<file path="src/rtl/sfd_pkg.sv">
package sfd_pkg;
  typedef enum logic [1:0] {
    ST_WAIT  = 2'd0,
    ST_DUMMY = 2'd1,
    ST_ALIGN = 2'd2,
    ST_READ  = 2'd3
  } fetch_st_t;

  localparam logic PH_GET = 1'b0;
  localparam logic PH_PUT = 1'b1;
  // kind 0 (load) halts on get, kind 1 (reload) halts on put
  localparam logic KIND_LOAD   = 1'b0;
  localparam logic KIND_RELOAD = 1'b1;
endpackage

</file>
<file path="src/rtl/sfd_phase.sv">
module sfd_phase (
  input  logic clk,
  input  logic rst_n,
  input  logic adv_i,
  output logic phase_o
);
  import sfd_pkg::*;
  logic phase_q;

  always_ff @(posedge clk) begin
    if (!rst_n) phase_q <= PH_GET;
    else if (adv_i) phase_q <= ~phase_q;
  end

  assign phase_o = phase_q;
endmodule

</file>
<file path="src/rtl/sfd_addr_hold.sv">
module sfd_addr_hold #(
  parameter int ADDR_W = 16
) (
  input  logic              clk,
  input  logic              rst_n,
  input  logic              load_i,
  input  logic [ADDR_W-1:0] addr_i,
  output logic [ADDR_W-1:0] addr_o
);
  logic [ADDR_W-1:0] addr_q;

  always_ff @(posedge clk) begin
    if (!rst_n) addr_q <= '0;
    else if (load_i) addr_q <= addr_i;
  end

  assign addr_o = addr_q;
endmodule

</file>
<file path="src/rtl/sfd_seq.sv">
module sfd_seq (
  input  logic clk,
  input  logic rst_n,
  input  logic fire_i,
  input  logic kind_i,
  input  logic phase_i,
  input  logic ack_i,
  output logic active_o,
  output logic in_read_o
);
  import sfd_pkg::*;

  fetch_st_t st_q, st_d;
  logic      active_q, active_d;
  logic      kind_q, kind_d;

  always_comb begin
    st_d     = st_q;
    active_d = active_q;
    kind_d   = kind_q;
    if (!active_q) begin
      if (fire_i) begin
        active_d = 1'b1;
        kind_d   = kind_i;
        // the accept cycle already evaluates the halt condition
        st_d     = (phase_i == kind_i) ? ST_DUMMY : ST_WAIT;
      end
    end else begin
      unique case (st_q)
        ST_WAIT:  if (phase_i == kind_q) st_d = ST_DUMMY;
        ST_DUMMY: st_d = (phase_i == PH_PUT) ? ST_READ : ST_ALIGN;
        ST_ALIGN: st_d = ST_READ;
        ST_READ: begin
          if (ack_i) begin
            active_d = 1'b0;
            st_d     = ST_WAIT;
          end
        end
        default:  st_d = ST_WAIT;
      endcase
    end
  end

  always_ff @(posedge clk) begin
    if (!rst_n) begin
      st_q     <= ST_WAIT;
      active_q <= 1'b0;
      kind_q   <= KIND_LOAD;
    end else begin
      st_q     <= st_d;
      active_q <= active_d;
      kind_q   <= kind_d;
    end
  end

  assign active_o  = active_q;
  assign in_read_o = active_q && (st_q == ST_READ);
endmodule

</file>
<file path="src/rtl/smp_fetch_dma.sv">
module smp_fetch_dma #(
  parameter int ADDR_W = 16
) (
  input  logic              clk,
  input  logic              rst_n,
  input  logic              req_valid,
  output logic              req_ready,
  input  logic [ADDR_W-1:0] req_addr,
  input  logic              req_kind,
  input  logic              phase_adv,
  output logic              cmd_valid,
  output logic [ADDR_W-1:0] cmd_addr,
  input  logic              cmd_ready,
  output logic              cpu_stall
);
  logic phase;
  logic active;
  logic in_read;
  logic fire;
  logic ack;

  assign fire = req_valid && !active;
  assign ack  = in_read && cmd_ready;

  sfd_phase u_phase (
    .clk     (clk),
    .rst_n   (rst_n),
    .adv_i   (phase_adv),
    .phase_o (phase)
  );

  sfd_addr_hold #(.ADDR_W(ADDR_W)) u_addr (
    .clk    (clk),
    .rst_n  (rst_n),
    .load_i (fire),
    .addr_i (req_addr),
    .addr_o (cmd_addr)
  );

  sfd_seq u_seq (
    .clk       (clk),
    .rst_n     (rst_n),
    .fire_i    (fire),
    .kind_i    (req_kind),
    .phase_i   (phase),
    .ack_i     (ack),
    .active_o  (active),
    .in_read_o (in_read)
  );

  assign req_ready = !active;
  assign cmd_valid = in_read;
  assign cpu_stall = active || fire;
endmodule

</file>
<file path="config.mk">
export PLATFORM = sky130hd
export DESIGN_NAME = smp_fetch_dma
export DESIGN_NICKNAME = d
export VERILOG_FILES = /design/src/rtl/sfd_pkg.sv /design/src/rtl/sfd_phase.sv /design/src/rtl/sfd_addr_hold.sv /design/src/rtl/sfd_seq.sv /design/src/rtl/smp_fetch_dma.sv
export SDC_FILE = /design/constraint.sdc
export NUM_CORES = 1
export LEC_CHECK = 0
export ABC_AREA = 0
export ABC_CLOCK_PERIOD_IN_PS = 2500
export BUFFER_PORTS_ARGS = -buffer_cell sky130_fd_sc_hd__buf_4
export CORE_MARGIN = 3
export CORE_UTILIZATION = 48
export DETAILED_ROUTE_END_ITERATION = 7
export PLACE_DENSITY = 0.82
export SLEW_MARGIN = 20
export SYNTH_ARGS = -nofsm -noshare
export SYNTH_HDL_FRONTEND = slang
export SYNTH_SLANG_ARGS = --single-unit
</file>
<file path="constraint.sdc">
create_clock -name clk -period 2.5 [get_ports clk]
set_input_delay 0.125 -clock clk [delete_from_list [all_inputs] [get_ports clk]]
set_output_delay 0.125 -clock clk [all_outputs]
set_load 0.02 [all_outputs]
</file>
==> reports/summary.txt, run 1 <==
Row Count - 15
CTS tree - yes
Hold WS - 0.0743 ns
Routed WL - 1960 µm
Worst Setup End Kind - flip-flop
Top cell type's share of synthesized area - 0.466
Area growth, synth to finish - 38.8%
Slowest CP cell - dfxtp_1
Initial DRC Count - 1
Overflow after GRT - 0
Post-synthesis net count - 131
Net Sw Power - 0.182 mW
Logic pwr share - 0.212
Clock network power share - 0.235
Leak - 0.572 nW
Mean Syn Cell Area - 8.59 µm²
Worst endpoint required time - 2.73 ns
CP cell instances - inv_1, ha_1, nand2_1, o221ai_2, a221o_1, a21boi_1
Sequential fraction of the synthesis area - 0.466
Max_cap viols - 0
Max_slew headroom - 0.791
H-tree depth - 1
Multi-input logic area - 442 µm²
Final-report setup violation count - 0
DRT Pass-1 Iters - 2
Cells after Synth - 105
Post-DR wirelength/cell - 11.4 µm
Die ar. - 2440 µm²
N_diodes - 0
Power Internal - 0.488 mW
Placed Area - 1220 µm²
Hold Vio Cnt, Final - 0
Antenna violations before repair - 0
Worst path bufs/invs - 1
Core area - 1750 µm²
Fillers - 144
Pre-CTS setup slack - 1.14 ns
Max clock buf depth - 2
Hpwl dp - 1490 µm
Largest net degree at the start of global routing - 22
Worst Max-Slew Pin Slew - 0.313 ns
#FFs+latches synth - 21
Reg power frac - 0.554
Clk_lat worst skew - 0.29 ns
Max Clk Rate - 0.727 GHz
Number of setup buffers added after CTS - 0
Vias/cell - 4.74
Antenna viol nets, final - 0
Area leader, netlist - dfxtp_1
Critical Path Fanout Max - 5
Design area - 1250 µm²
Crit share post-route - 0.550
Max stage delay on crit path - 0.42 ns
Status - complete, no violations
Worst IR Drop VDD - 0.000452 V
Port bufs - 40
DIE WIDTH - 49.4 µm
First-pass GRT wire length - 3260 µm
Vias in the first global route - 811
Remaining DRCs - 0
Setup WS post-layout - 1.12 ns
Startpoint Class - flip-flop
CP top delay family - compound AO/OA/AOI/OAI gates
# IOs - 41
Initial core utilization - 0.517
Final Wtd Congestion - 0.711
Clock Pin Slew Worst Setup and Hold Paths - 0.11 ns
Share of cells above drive strength 1 - 0.322
Final Core Density - 0.718
Distinct cells, synth - 21
CTS root buf - clkbuf_4
RSZ-0062 raised after global routing - false
Worst setup path class - reg2reg
Tot GR Track Use - 0.172
Crit path DAT - 1.61 ns
Post-Syn Area - 902 µm²
Top post-synthesis cells by area - dfxtp_1 (47%), nand2_1 (16%), a21boi_0 (14%)
Clock Skews - 0.00634 ns
Synth warnings - 0
Reg area - 420 µm²
Fin crit period - 1.38 ns
Power Density - 535 nW/µm²
HP Class - in2reg
Die Ht - 49.4 µm
TritonCTS buffer count - 3
Via count - 810
Final net count - 173
Setup TNS - 0 ns
Sw Ratio - 0.271
CTS resizes - 0
Final Max Tran Viols - 0
TritonCTS Sinks - 21
cell families after synthesis:
logic type,after synthesis,share of synthesized area
flops,21,0.466
compound gates,22,0.191
xor+xnor,3,0.0291
mux,1,0.0111
buf+inv,9,0.0444
fa+ha+maj,4,0.0555
simple gates,45,0.203
repair_timing:
item	CTS	global route
endpoints found under the hold margin	0	1
endpoints found under the setup margin	0	0
hold buffers	0	1
tightest hold or removal path, delay by kind of cell:
kind	cells	cell delay [ns]
AOI/OAI and AO/OA	1	0.06
buffers and inverters	1	0.10
and+or+nand+nor	1	0.04
through the flow:
stage / total power [mW] / instances
6_report: 0.670 / 171
5_1_grt: 0.710 / 171
4_1_cts: 0.677 / 170
3_5_place_dp: 0.521 / 166
3_3_place_gp: 0.515 / 166
2_1_floorplan: 0.455 / 105
power groups by stage:
| stage | Combinational (mW) | Clock, mW | Sequential (mW) |
|---|---|---|---|
| after floorplan | 0.0614 | 0 | 0.394 |
| after global placement | 0.138 | 0 | 0.378 |
| after detailed placement | 0.143 | 0 | 0.379 |
| after CTS | 0.143 | 0.163 | 0.371 |
| after global routing | 0.157 | 0.179 | 0.373 |
| final | 0.142 | 0.157 | 0.371 |
cell type report:
class | count | share of cell area
clock buffer | 4 | 0.0210
timing repair buffer | 42 | 0.254
sequential | 21 | 0.336
tap | 25 | 0.0250
multi-input combinational | 75 | 0.353
inverter | 4 | 0.0120
metal layers:
metal  track usage  vias to the layer above  share of wire
li1              -                      419              -
met1         0.180                      370           0.42
met2         0.326                       19           0.52
met3        0.0459                        2          0.049
met4        0.0569                        0         0.0066
met5             0                        -              0
Yosys cell counts, drive strengths merged:
library cell,n
ha,4
nand3,1
a21oi,1
mux2i,1
nor2b,1
clkbuf,2
a221o,1
a211oi,1
inv,4
o221ai,1
xnor2,1
nand2,40
a21boi,18
buf,3
or2,1
and2,2
xor2,2
dfxtp,21
registers in the layout (all words and copies together), names as in the netlist:
name	cells
u_addr.addr_o	16
u_phase.phase_o	1
u_seq.active_o	1
u_seq.kind_q	1
u_seq.st_q	2
cells in the final DEF (no fill, tap or decap):
| cell type | synthesis | final |
|---|---|---|
| clkbuf_1 | 2 | 1 |
| xnor2_1 | 1 | 1 |
| dfxtp_1 | 21 | 21 |
| nand2_2 | 1 | 1 |
| dlygate4sd3_1 | 0 | 1 |
| a21boi_0 | 17 | 17 |
| ha_1 | 4 | 4 |
| or2_2 | 1 | 1 |
| mux2i_1 | 1 | 1 |
| o221ai_2 | 1 | 1 |
| a21boi_1 | 1 | 1 |
| nand3_1 | 1 | 1 |
| inv_1 | 4 | 4 |
| and2_1 | 2 | 2 |
| xor2_1 | 2 | 2 |
| a211oi_1 | 1 | 1 |
| a221o_1 | 1 | 1 |
| buf_4 | 1 | 41 |
| a21oi_1 | 1 | 1 |
| nor2b_1 | 1 | 1 |
| clkbuf_4 | 0 | 3 |
| nand2_1 | 39 | 39 |
worst paths after layout:
check                                      from                              to  slack, ns  cells past startpoint
setup reg to reg     u_seq.st_q[0]$_SDFFE_PN0P_      u_seq.st_q[0]$_SDFFE_PN0P_       1.12                      6
hold / removal                     req_addr[15]  u_addr.addr_o[15]$_SDFFE_PN0P_       0.07                      3
setup / recovery     u_seq.st_q[0]$_SDFFE_PN0P_      u_seq.st_q[0]$_SDFFE_PN0P_       1.12                      6
hold reg to reg   u_addr.addr_o[5]$_SDFFE_PN0P_   u_addr.addr_o[5]$_SDFFE_PN0P_       0.47                      2
Note: power is estimated with default switching activity, not from simulation.
==> run 2: changes to the inputs <==
Settings changed: ABC_CLOCK_PERIOD_IN_PS 2500 to 1300, CORE_UTILIZATION 48 to 45, PLACE_DENSITY 0.82 to 0.77.
Clock period 2.5 ns to 1.3 ns, I/O delays scaled along.
==> run 2 against run 1 <==
Effect of this change:
- the run now ends with negative setup slack left
- routed wire length is 16% higher
- die area is 5.9% higher
- clock power is 100% higher
- via count is 9.5% higher
- hold slack worse by 0.057 ns
- clock skew is 0.0030 ns higher
- worst setup slack worse by 1.1 ns
- combinational power is 150% higher
- power is 110% higher
- design area is 17% higher
- critical endpoint unchanged
==> reports/summary.txt, run 2 (synthesis results as in run 1) <==
Status - complete, but fails checks
Violated checks - negative setup slack
HP Class - in2reg
Startpoint Class - flip-flop
Worst IR Drop VDD - 0.000775 V
Tot GR Track Use - 0.186
Clock Pin Slew Worst Setup and Hold Paths - 0.12 ns
Worst Setup End Kind - flip-flop
Fillers - 121
Power Density - 945 nW/µm²
Hold Vio Cnt, Final - 0
DRT Pass-1 Iters - 4
Antenna violations before repair - 0
Max stage delay on crit path - 0.39 ns
Logic pwr share - 0.254
Final Wtd Congestion - 0.740
Final net count - 188
Commonest non-fill, non-tap cells in the layout - buf_4 (43), nand2_1 (37), a21boi_0 (17), dfxtp_1 (17), dlygate4sd3_1 (13)
Via count - 887
DIE WIDTH - 50.8 µm
RSZ-0062 raised after global routing - true
Clk_lat worst skew - 0.30 ns
H-tree depth - 1
Setup TNS - -0.00872 ns
Clock Skews - 0.00939 ns
Largest register FFs - 16
# IOs - 41
R2r setup slk - -0.009 ns
Launch point of the worst reg-to-reg path - u_seq.st_q[0]$_SDFFE_PN0P_
Row Count - 15
Initial core utilization - 0.501
Reg area - 428 µm²
Fin crit period - 1.31 ns
First-pass GRT wire length - 3620 µm
Design area - 1460 µm²
Crit path DAT - 1.52 ns
Max clock buf depth - 2
Worst endpoint required time - 1.51 ns
Core area - 1800 µm²
Initial DRC Count - 16
CP cell instances - inv_4, buf_4, ha_1, a211oi_1, a221o_1, a21boi_1
Power Internal - 0.986 mW
Final-report setup violation count - 1
TritonCTS buffer count - 3
Most common cell after layout, fill and taps aside - buf_4
Hold Path End - u_addr.addr_o[6]$_SDFFE_PN0P_
Max Clk Rate - 0.764 GHz
Worst flop-to-flop path endpoint - u_seq.st_q[0]$_SDFFE_PN0P_
Port bufs - 40
Worst setup path class - reg2reg
Hpwl dp - 1450 µm
Max_slew headroom - 0.818
Final Max Tran Viols - 0
Reg2Reg Depth - 6
Fin cells - 186
Hold Crit Depth - 3
Total Power - 1.38 mW
Worst Max-Slew Pin Slew - 0.271 ns
N_diodes - 0
Routed WL - 2270 µm
Net Sw Power - 0.397 mW
Crit share post-route - 1.01
Multi-input logic area - 495 µm²
Largest net degree at the start of global routing - 22
Vias in the first global route - 898
Placed Instances - 167
Vias/cell - 4.77
Overflow after GRT - 0
Critical Path Fanout Max - 3
Antenna viol nets, final - 0
Clock network power share - 0.227
Sw Ratio - 0.287
Share of cells above drive strength 1 - 0.391
Die Ht - 50.8 µm
Setup WS post-layout - -0.00872 ns
Max_cap viols - 0
Area growth, synth to finish - 62.3%
Worst hold start - req_addr[6]
Post-DR wirelength/cell - 12.2 µm
Slowest CP cell - dfxtp_4
Leak - 0.648 nW
Placed Area - 1220 µm²
Remaining DRCs - 0
TritonCTS Sinks - 21
CTS tree - yes
Reg power frac - 0.519
CTS root buf - clkbuf_4
Die ar. - 2580 µm²
-- run 2: routing by layer --
layer	vias up	GRT usage	wire length [µm]
li1	449	-	-
met1	412	0.186	938
met2	22	0.372	1210
met3	4	0.0415	95
met4	0	0.0538	24
met5	-	0	0
-- run 2: what timing repair did --
| item | in CTS | in global routing |
|---|---|---|
| hold buffers | 13 | 0 |
| endpoints found under the hold margin | 13 | 0 |
| setup endpoints to repair | 2 | 12 |
| pin swaps | 2 | 5 |
| gates resized for setup | 5 | 14 |
| buffers inserted | 0 | 2 |
| gates cloned | 0 | 0 |
-- run 2: how the worst max path moves through the flow --
stage | end | depth (start not counted) | start
6_report | u_seq.st_q[0]$_SDFFE_PN0P_ | 6 | u_seq.st_q[0]$_SDFFE_PN0P_
5_1_grt | u_seq.st_q[0]$_SDFFE_PN0P_ | 4 | u_phase.phase_o$_SDFFE_PN0P_
4_1_cts | u_seq.st_q[0]$_SDFFE_PN0P_ | 6 | u_seq.st_q[0]$_SDFFE_PN0P_
3_5_place_dp | u_seq.st_q[0]$_SDFFE_PN0P_ | 6 | u_seq.st_q[0]$_SDFFE_PN0P_
3_3_place_gp | u_seq.st_q[0]$_SDFFE_PN0P_ | 6 | u_seq.st_q[0]$_SDFFE_PN0P_
2_1_floorplan | u_seq.st_q[0]$_SDFFE_PN0P_ | 6 | u_seq.st_q[0]$_SDFFE_PN0P_
-- run 2: worst max-delay path: cells and delay by family (launching register included) --
| family | cells | cell delay, ns |
|---|---|---|
| AO/OA/AOI/OAI | 3 | 0.47 |
| flip-flops | 1 | 0.39 |
| buffers and inverters | 2 | 0.17 |
| adder cells (fa/ha/maj) | 1 | 0.18 |
-- run 2: power groups by stage --
stage	logic (mW)	registers (mW)	clock network, mW
2_1_floorplan	0.118	0.758	0
3_3_place_gp	0.274	0.723	0
3_5_place_dp	0.285	0.726	0
4_1_cts	0.318	0.713	0.334
5_1_grt	0.382	0.724	0.361
6_report	0.351	0.718	0.314
-- run 2: final cells by class --
| class | instances | area share |
|---|---|---|
| multi-input cells | 75 | 0.338 |
| repair buffers | 57 | 0.317 |
| flip-flops and latches | 21 | 0.292 |
| well taps | 25 | 0.0214 |
| clock buffers | 3 | 0.0154 |
| inverters | 4 | 0.0120 |
| clock inverters | 1 | 0.00342 |
-- run 2: metrics by stage --
| step | worst slack, ns | utilization | hold slack (ns) |
|---|---|---|---|
| after CTS | 0.0180 | 0.769 | 0.000535 |
| after detailed placement | -0.0740 | 0.679 | 0.267 |
| after floorplan | 0.0347 | - | 0.153 |
| final | -0.00872 | 0.813 | 0.0168 |
| after global placement | 0.0595 | 0.679 | 0.261 |
| after global routing | -0.0393 | 0.813 | 0.00387 |
